## config.mk

```make
export PLATFORM = sky130hd
export DESIGN_NAME = icc_cpu_if
export DESIGN_NICKNAME = d
export VERILOG_FILES = /design/src/rtl/icc_pkg.sv /design/src/rtl/icc_regs.sv /design/src/rtl/icc_source.sv /design/src/rtl/icc_arbiter.sv /design/src/rtl/icc_cpu_if.sv
export SDC_FILE = /design/constraint.sdc
export NUM_CORES = 1
export LEC_CHECK = 0
export CORE_MARGIN = 2
export CORE_UTILIZATION = 40
export DETAILED_ROUTE_END_ITERATION = 7
export SLEW_MARGIN = 0
export SYNTH_ARGS = -nofsm -noshare
export SYNTH_HDL_FRONTEND = slang
export SYNTH_HIERARCHICAL = 1
export SYNTH_SLANG_ARGS = --single-unit
```

## constraint.sdc

```tcl
create_clock -name clk -period 113.5 [get_ports clk]
set_input_delay 28.375 -clock clk [delete_from_list [all_inputs] [get_ports clk]]
set_output_delay 28.375 -clock clk [all_outputs]
set_load 0.05 [all_outputs]
```

## src/rtl/icc_pkg.sv

```systemverilog
package icc_pkg;
   localparam int ID_W      = 10;
   localparam int DATA_W    = 32;
   localparam int ADDR_W    = 3;
   localparam int FIRST_RSV = 1020;
   localparam logic [ID_W-1:0] ID_SPUR_NONE  = 10'd1023;
   localparam logic [ID_W-1:0] ID_SPUR_GROUP = 10'd1022;

   typedef enum logic [ADDR_W-1:0] {
      RG_CTRL  = 3'd0,
      RG_MASK  = 3'd1,
      RG_ACK   = 3'd2,
      RG_EOI   = 3'd3,
      RG_ENSET = 3'd4,
      RG_ENCLR = 3'd5,
      RG_PRIO  = 3'd6,
      RG_CFG   = 3'd7
   } icc_reg_e;

   localparam int FLD_VAL_LSB = 16;
   localparam int FLD_GRP_BIT = 16;
   localparam int FLD_EDG_BIT = 17;
endpackage

```

## src/rtl/icc_regs.sv

```systemverilog
module icc_regs
   import icc_pkg::*;
#(
   parameter int NUM_IRQ = 32,
   parameter int PRIO_W  = 4
) (
   input  logic                clk,
   input  logic                rst_n,
   input  logic                reg_wr,
   input  logic                reg_rd,
   input  logic [ADDR_W-1:0]   reg_addr,
   input  logic [DATA_W-1:0]   reg_wdata,
   output logic                ctrl_fwd,
   output logic                ctrl_sig,
   output logic [PRIO_W-1:0]   mask,
   output logic                ack_rd,
   output logic [ID_W-1:0]     wr_id,
   output logic                id_ok,
   output logic                en_set,
   output logic                en_clr,
   output logic                prio_we,
   output logic                cfg_we,
   output logic                eoi_we,
   output logic [PRIO_W-1:0]   wr_prio,
   output logic                wr_grp,
   output logic                wr_edge,
   output logic [DATA_W-1:0]   plain_rdata
);
   localparam logic [ID_W:0] LIMIT = (ID_W+1)'(NUM_IRQ);

   icc_reg_e sel;
   assign sel     = icc_reg_e'(reg_addr);
   assign wr_id   = reg_wdata[ID_W-1:0];
   assign id_ok   = {1'b0, wr_id} < LIMIT;
   assign wr_prio = reg_wdata[FLD_VAL_LSB +: PRIO_W];
   assign wr_grp  = reg_wdata[FLD_GRP_BIT];
   assign wr_edge = reg_wdata[FLD_EDG_BIT];

   assign ack_rd  = reg_rd && (sel == RG_ACK);
   assign en_set  = reg_wr && (sel == RG_ENSET);
   assign en_clr  = reg_wr && (sel == RG_ENCLR);
   assign prio_we = reg_wr && (sel == RG_PRIO);
   assign cfg_we  = reg_wr && (sel == RG_CFG);
   assign eoi_we  = reg_wr && (sel == RG_EOI);

   always_ff @(posedge clk) begin
      if (!rst_n) begin
         ctrl_fwd <= 1'b0;
         ctrl_sig <= 1'b0;
         mask     <= '0;
      end else if (reg_wr) begin
         if (sel == RG_CTRL) begin
            ctrl_fwd <= reg_wdata[0];
            ctrl_sig <= reg_wdata[1];
         end
         if (sel == RG_MASK) mask <= reg_wdata[PRIO_W-1:0];
      end
   end

   always_comb begin
      plain_rdata = '0;
      case (sel)
         RG_CTRL: plain_rdata[1:0] = {ctrl_sig, ctrl_fwd};
         RG_MASK: plain_rdata[PRIO_W-1:0] = mask;
         default: plain_rdata = '0;
      endcase
   end

   assert_ctrl_reset_R2: assert property (@(posedge clk)
      !rst_n |=> !ctrl_fwd && !ctrl_sig && mask == '0);
   assert_oob_strobe_R11: assert property (@(posedge clk) disable iff (!rst_n)
      (en_set || en_clr) && (wr_id >= ID_W'(NUM_IRQ)) |-> !id_ok);
endmodule

```

## src/rtl/icc_source.sv

```systemverilog
module icc_source
   import icc_pkg::*;
#(
   parameter int PRIO_W = 4,
   parameter int IDX    = 0
) (
   input  logic               clk,
   input  logic               rst_n,
   input  logic               irq_raw,
   input  logic [ID_W-1:0]    wr_id,
   input  logic               id_ok,
   input  logic               en_set,
   input  logic               en_clr,
   input  logic               prio_we,
   input  logic               cfg_we,
   input  logic               eoi_we,
   input  logic [PRIO_W-1:0]  wr_prio,
   input  logic               wr_grp,
   input  logic               wr_edge,
   input  logic               take,
   output logic               cand,
   output logic [PRIO_W-1:0]  prio,
   output logic               grp
);
   localparam logic [ID_W-1:0] MY_ID = ID_W'(IDX);

   logic in_q, in_qq, edge_mode, enable, active, latch_q;
   logic hit, rise, pending;

   assign hit     = id_ok && (wr_id == MY_ID);
   assign rise    = in_q && !in_qq;
   assign pending = edge_mode ? (latch_q || rise) : in_q;
   assign cand    = pending && enable && !active;

   always_ff @(posedge clk) begin
      if (!rst_n) begin
         in_q      <= 1'b0;
         in_qq     <= 1'b0;
         edge_mode <= 1'b0;
         grp       <= 1'b0;
         prio      <= '0;
         enable    <= 1'b0;
         active    <= 1'b0;
         latch_q   <= 1'b0;
      end else begin
         in_q  <= irq_raw;
         in_qq <= in_q;
         if (hit && en_set) enable <= 1'b1;
         if (hit && en_clr) enable <= 1'b0;
         if (hit && prio_we) prio <= wr_prio;
         if (hit && cfg_we) begin
            grp       <= wr_grp;
            edge_mode <= wr_edge;
         end
         if (take)                      active <= 1'b1;
         else if (hit && eoi_we)        active <= 1'b0;
         if (hit && cfg_we)             latch_q <= 1'b0;
         else if (edge_mode)            latch_q <= (latch_q || rise) && !take;
         else                           latch_q <= 1'b0;
      end
   end

   assert_take_is_cand_R6: assert property (@(posedge clk) disable iff (!rst_n)
      take |-> cand);
   assert_active_by_take_R6: assert property (@(posedge clk) disable iff (!rst_n)
      $rose(active) |-> $past(take));
   assert_edge_holds_R9: assert property (@(posedge clk) disable iff (!rst_n)
      edge_mode && latch_q && !take && !(hit && cfg_we) |=> latch_q);
endmodule

```

## src/rtl/icc_arbiter.sv

```systemverilog
module icc_arbiter #(
   parameter int NUM_IRQ = 32,
   parameter int PRIO_W  = 4,
   localparam int IDX_W  = (NUM_IRQ > 1) ? $clog2(NUM_IRQ) : 1
) (
   input  logic                             clk,
   input  logic                             rst_n,
   input  logic [NUM_IRQ-1:0]               cand,
   input  logic [NUM_IRQ-1:0][PRIO_W-1:0]   prio,
   input  logic [NUM_IRQ-1:0]               grp,
   output logic                             found,
   output logic [IDX_W-1:0]                 win_id,
   output logic [PRIO_W-1:0]                win_prio,
   output logic                             win_grp
);
   always_comb begin
      found    = 1'b0;
      win_id   = '0;
      win_prio = '1;
      win_grp  = 1'b0;
      for (int i = 0; i < NUM_IRQ; i++) begin
         if (cand[i] && (!found || prio[i] < win_prio)) begin
            found    = 1'b1;
            win_id   = IDX_W'(i);
            win_prio = prio[i];
            win_grp  = grp[i];
         end
      end
   end

   for (genvar g = 0; g < NUM_IRQ; g++) begin : g_chk
      assert_min_prio_R1: assert property (@(posedge clk) disable iff (!rst_n)
         found && cand[g] |-> prio[g] >= win_prio);
      assert_tie_low_R1: assert property (@(posedge clk) disable iff (!rst_n)
         found && cand[g] && prio[g] == win_prio |-> IDX_W'(g) >= win_id);
   end
endmodule

```

## src/rtl/icc_cpu_if.sv

```systemverilog
module icc_cpu_if
   import icc_pkg::*;
#(
   parameter int NUM_IRQ = 32,
   parameter int PRIO_W  = 4
) (
   input  logic                clk,
   input  logic                rst_n,
   input  logic [NUM_IRQ-1:0]  irq_src,
   input  logic                reg_wr,
   input  logic                reg_rd,
   input  logic                reg_secure,
   input  logic [2:0]          reg_addr,
   input  logic [31:0]         reg_wdata,
   output logic [31:0]         reg_rdata,
   output logic                reg_rvalid,
   output logic                irq_req
);
   localparam int IDX_W = (NUM_IRQ > 1) ? $clog2(NUM_IRQ) : 1;

   if (NUM_IRQ < 1 || NUM_IRQ > FIRST_RSV) begin : g_bad_count
      $error("NUM_IRQ must lie in 1..1020");
   end
   if (PRIO_W < 1 || PRIO_W > 8) begin : g_bad_prio
      $error("PRIO_W must lie in 1..8");
   end

   logic ctrl_fwd, ctrl_sig, ack_rd, id_ok;
   logic en_set, en_clr, prio_we, cfg_we, eoi_we, wr_grp, wr_edge;
   logic [PRIO_W-1:0] mask, wr_prio;
   logic [ID_W-1:0] wr_id;
   logic [DATA_W-1:0] plain_rdata;

   logic [NUM_IRQ-1:0] cand, grp_v, take;
   logic [NUM_IRQ-1:0][PRIO_W-1:0] prio_v;
   logic found, win_grp, hit, grant, rsp_ack;
   logic [IDX_W-1:0] win_id;
   logic [PRIO_W-1:0] win_prio;
   logic [ID_W-1:0] ack_id;

   icc_regs #(.NUM_IRQ(NUM_IRQ), .PRIO_W(PRIO_W)) u_regs (
      .clk(clk), .rst_n(rst_n), .reg_wr(reg_wr), .reg_rd(reg_rd),
      .reg_addr(reg_addr), .reg_wdata(reg_wdata),
      .ctrl_fwd(ctrl_fwd), .ctrl_sig(ctrl_sig), .mask(mask), .ack_rd(ack_rd),
      .wr_id(wr_id), .id_ok(id_ok), .en_set(en_set), .en_clr(en_clr),
      .prio_we(prio_we), .cfg_we(cfg_we), .eoi_we(eoi_we),
      .wr_prio(wr_prio), .wr_grp(wr_grp), .wr_edge(wr_edge),
      .plain_rdata(plain_rdata)
   );

   for (genvar g = 0; g < NUM_IRQ; g++) begin : g_src
      icc_source #(.PRIO_W(PRIO_W), .IDX(g)) u_src (
         .clk(clk), .rst_n(rst_n), .irq_raw(irq_src[g]),
         .wr_id(wr_id), .id_ok(id_ok), .en_set(en_set), .en_clr(en_clr),
         .prio_we(prio_we), .cfg_we(cfg_we), .eoi_we(eoi_we),
         .wr_prio(wr_prio), .wr_grp(wr_grp), .wr_edge(wr_edge),
         .take(take[g]), .cand(cand[g]), .prio(prio_v[g]), .grp(grp_v[g])
      );
   end

   icc_arbiter #(.NUM_IRQ(NUM_IRQ), .PRIO_W(PRIO_W)) u_arb (
      .clk(clk), .rst_n(rst_n), .cand(cand), .prio(prio_v), .grp(grp_v),
      .found(found), .win_id(win_id), .win_prio(win_prio), .win_grp(win_grp)
   );

   // hit: something may be signalled; grant: this read's security matches it
   assign hit   = ctrl_fwd && ctrl_sig && found && (win_prio < mask);
   assign grant = hit && (win_grp != reg_secure);

   always_comb begin
      if (!hit)                   ack_id = ID_SPUR_NONE;
      else if (win_grp && reg_secure) ack_id = ID_SPUR_GROUP;
      else if (!grant)            ack_id = ID_SPUR_NONE;
      else                        ack_id = ID_W'(win_id);
   end

   always_comb begin
      take = '0;
      if (ack_rd && grant) take[win_id] = 1'b1;
   end

   always_ff @(posedge clk) begin
      if (!rst_n) begin
         reg_rdata  <= '0;
         reg_rvalid <= 1'b0;
         rsp_ack    <= 1'b0;
         irq_req    <= 1'b0;
      end else begin
         reg_rvalid <= reg_rd;
         rsp_ack    <= ack_rd;
         irq_req    <= hit;
         if (reg_rd) reg_rdata <= ack_rd ? DATA_W'(ack_id) : plain_rdata;
      end
   end

   assert_take_onehot_R6: assert property (@(posedge clk) disable iff (!rst_n)
      $onehot0(take));
   assert_sig_off_R2: assert property (@(posedge clk) disable iff (!rst_n)
      !(ctrl_fwd && ctrl_sig) |=> !irq_req);
   assert_real_id_bound_R11: assert property (@(posedge clk) disable iff (!rst_n)
      rsp_ack && reg_rdata[ID_W-1:0] < ID_W'(FIRST_RSV) |-> reg_rdata[ID_W-1:0] < ID_W'(NUM_IRQ));
   assert_spur_no_take_R5: assert property (@(posedge clk) disable iff (!rst_n)
      ack_rd && !grant |-> take == '0);
   assert_group_1022_R4: assert property (@(posedge clk) disable iff (!rst_n)
      ack_rd && hit && win_grp && reg_secure |=> reg_rdata[ID_W-1:0] == ID_SPUR_GROUP);
endmodule

```

==> summary.md <==
| Metric | Value |
|---|---|
| Status | complete, no violations |
| Register area share after synthesis | 29.21% |
| Synthesized area | 26870 um^2 |
| Main synth FF type | dfxtp_1 |
| Inserted Clock Buffers | 47 |
| Synth warn | 6 |
| Setup bufs post-CTS | 0 |
| GRT busiest layer | met2 |
| First-pass GRT wire length | 123.1 mm |
| Initial antenna violation count | 1 |
| Maximum clock rate | 0.01758 GHz |
| WL final | 77.93 mm |
| Fill cell count | 6670 |
| Clk_lat worst skew | 0.59 ns |
| Vias in the first global route | 22100 |
| Crit path top cell by count | ha_1 |
| Area grow syn2layout | 11.76% |
| M3 GR Usage | 2.844% |
| Vias | 23540 |
| Worst path max stage delay | 0.93 ns |
| Worst path slowest cell | nor4_1 |
| Tmin final | 56.89 ns |
| Hpwl dp | 51.11 mm |
| Ratio of cells with drive above 1 in the final layout | 12.86% |
| Worst Max-Slew Pin Slew | 1.209 ns |
| Global route overflow | 0 |
| Final Cycle Share | 50.12% |
| Root Driver | clkbuf_16 |
| Fin nets | 3339 |
| Setup crit start kind | register |
| Antenna cells | 0 |
| Hold Path End | g_src[9].u_src/grp |
| Worst Path Buf+Inv | 23 |
| Grt met1 use | 29.67% |
| DIE AREA | 69260 um^2 |
| GRT Resource Usage Total | 21.70% |
| DIE WIDTH | 263.2 um |
| Worst R2R End | g_src[14].u_src/active |
| Hold Fails Final Rpt | 0 |
| Port bufs | 87 |
| CP required | 114.01 ns |
| Worst r2r src | g_src[0].u_src/in_q |
| Initial core utilization | 40.22% |
| Clock-pin transition on the worst setup and hold timing paths | 0.06 ns |
| Final GP Congestion | 0.8523 |
| # DRC | 0 |
| CTS Hold Bufs | 0 |
| Iter 0 DRT Violations | 1644 |
| CP Data Arrival Time | 57.40 ns |
| Slew HR | 17.29% |
| EDFF count, synth | 0 |
| Synth unique cells | 139 |
| RSZ-0062 raised after global routing | false |
| Flop2flop setup slack | 56.61 ns |
| Clock Tree Buf Depth | 3 |
| IO Count | 106 |
| CORE AREA | 66800 um^2 |
| Slew Viols, Final | 0 |
| Placement Rows | 95 |
| Final ANT Viol Nets | 0 |
| Class of the tightest hold or removal check | reg -> reg |
| Pin count of the biggest net entering global routing | 113 |
| Crit Path Category | reg -> reg |
| Layout Skew | 0.01646 ns |
| Vias per inst | 5.688 |
| Die Y-Extent | 263.2 um |
| Commonest non-fill, non-tap cell in the layout | nand2_1 |
| Resize count post-CTS | 0 |
| CP endpoint kind | register |
| Gate Count Post-Synth | 3174 |
| Final setup TNS | 0 ns |
| Syn_area_per_cell | 8.465 um^2 |
| Met2 usage | 35.95% |
| Hold path startpoint | g_src[9].u_src/grp |
| Lkg Pwr | 12.13 nW |
| Htree depth | 2 |
| Routed len/inst | 18.83 um |
| Cell family with most CP delay | compound AO/OA/AOI/OAI gates |
| Ys async rst share | 0% |
| Detailed-router iteration count before antenna repair | 5 |
| Hold WS | 0.4584 ns |
| Worst vdd ir | 9.764 uV |
| Commonest non-fill, non-tap cells in the layout | nand2_1, dfxtp_1, mux2i_1 |
| Clock sink total | 392 |
| R2R depth | 249 |
| # setup viols final | 0 |
| Worst-path maximum fanout | 14 |
| CTS tree | done |
| Max-cap violations | 0 |
| Hold Crit Depth | 2 |
| PwrDens | 10.78 nW/um^2 |
| Synthesized flop and latch total | 392 |
metal layers:
layer	routed length (um)	vias up
met4	1778	2
li1	-	11760
met2	36020	506
met1	36790	11140
met3	3339	129
met5	11	-
area by class of cell:
cell class	count	area (um^2)	share of cell area, %
clock buffers	70	1425	4.746
clock inverters	17	200.2	0.6667
inverters	204	779.5	2.596
multi-input cells	2439	17460	58.14
flip-flops and latches	392	7848	26.13
well taps	873	1092	3.638
repair buffers	143	1226	4.084
worst max-delay path by stage:
stage,startpoint,end,depth (start not counted)
global route,g_src[0].u_src/in_q,g_src[14].u_src/active,245
finish,g_src[0].u_src/in_q,g_src[14].u_src/active,249
global placement,g_src[0].u_src/in_q,g_src[14].u_src/active,248
CTS,g_src[0].u_src/in_q,g_src[14].u_src/active,248
detailed placement,g_src[0].u_src/in_q,g_src[14].u_src/active,248
floorplan,g_src[0].u_src/in_q,g_src[29].u_src/active,260
state kept, by name, summed over array words and instances (netlist names):
register	cells
g_src.u_src/grp	32
irq_req	1
g_src.u_src/enable	32
u_regs/mask	4
u_regs/ctrl_fwd	1
g_src.u_src/active	32
u_regs/ctrl_sig	1
reg_rdata	32
reg_rvalid	1
g_src.u_src/in_qq	32
g_src.u_src/prio	128
g_src.u_src/in_q	32
g_src.u_src/latch_q	32
g_src.u_src/edge_mode	32
power breakdown:
part | total [mW] | leakage (nW) | switching (mW) | internal, mW
registers | 0.141 | 3.18 | 0.00118 | 0.139
clock network | 0.159 | 0.810 | 0.0631 | 0.0960
logic | 0.0241 | 8.15 | 0.0166 | 0.00751
total | 0.324 | 12.1 | 0.0809 | 0.243
per-stage QoR:
| stage | power [mW] | worst slack (ns) | area [um^2] | util, % | instances |
|---|---|---|---|---|---|
| finish | 0.3238 | 56.61 | 30030 | 44.95 | 4138 |
| global placement | 0.1675 | 57.18 | 28400 | 42.52 | 4051 |
| floorplan | 0.1599 | 66.02 | 26970 | - | 3201 |
| detailed placement | 0.1676 | 57.38 | 28400 | 42.52 | 4051 |
| CTS | 0.3282 | 57.14 | 30030 | 44.95 | 4138 |
| global route | 0.3352 | 51.90 | 30030 | 44.95 | 4138 |
cells by family (layout without fill, tap and decap cells):
group / Yosys count / in the layout / share of synthesized area [%]
AO/OA/AOI/OAI: 723 / 723 / 20.31
XOR/XNOR: 12 / 12 / 0.3912
adder cells (fa/ha/maj): 50 / 50 / 2.240
buffers and inverters: 370 / 434 / 6.352
flip-flops: 392 / 392 / 29.21
multiplexers: 269 / 269 / 10.20
other: 1 / 28 / 0.01396
AND/OR/NAND/NOR: 1357 / 1357 / 31.28
Yosys cell counts, drive strengths merged (19+ instances only):
master / n / area share (%)
nand2: 551 / 7.7
dfxtp: 392 / 29
mux2i: 244 / 9.1
inv: 203 / 2.8
nor2: 181 / 2.6
a21oi: 170 / 3.2
o21ai: 96 / 1.8
and2: 91 / 2.1
nand4: 88 / 3.0
buf: 85 / 2.3
clkbuf: 81 / 1.1
nor4b: 62 / 4.0
nor4: 60 / 2.6
o21a: 52 / 1.5
a2111oi: 45 / 1.6
nor3: 42 / 0.82
and3: 41 / 0.95
ha: 40 / 1.9
nor2b: 40 / 0.93
a41oi: 35 / 1.1
nor3b: 33 / 1.5
nand3: 32 / 0.63
o211ai: 30 / 0.86
a41o: 27 / 1.1
a211oi: 26 / 0.77
mux2: 25 / 1.1
a31oi: 23 / 0.64
o31ai: 20 / 0.68
or3: 20 / 0.47
nand3b: 19 / 0.54
worst reg2reg max path: cells and delay by family (launching register included):
family	cells	cell delay (ns)
flip-flops	1	0.34
multiplexers	15	4.05
AO/OA/AOI/OAI	104	24.74
AND/OR/NAND/NOR	75	15.70
adder cells (fa/ha/maj)	32	9.89
buffers and inverters	23	2.01
Note: power is estimated with default switching activity, not from simulation.
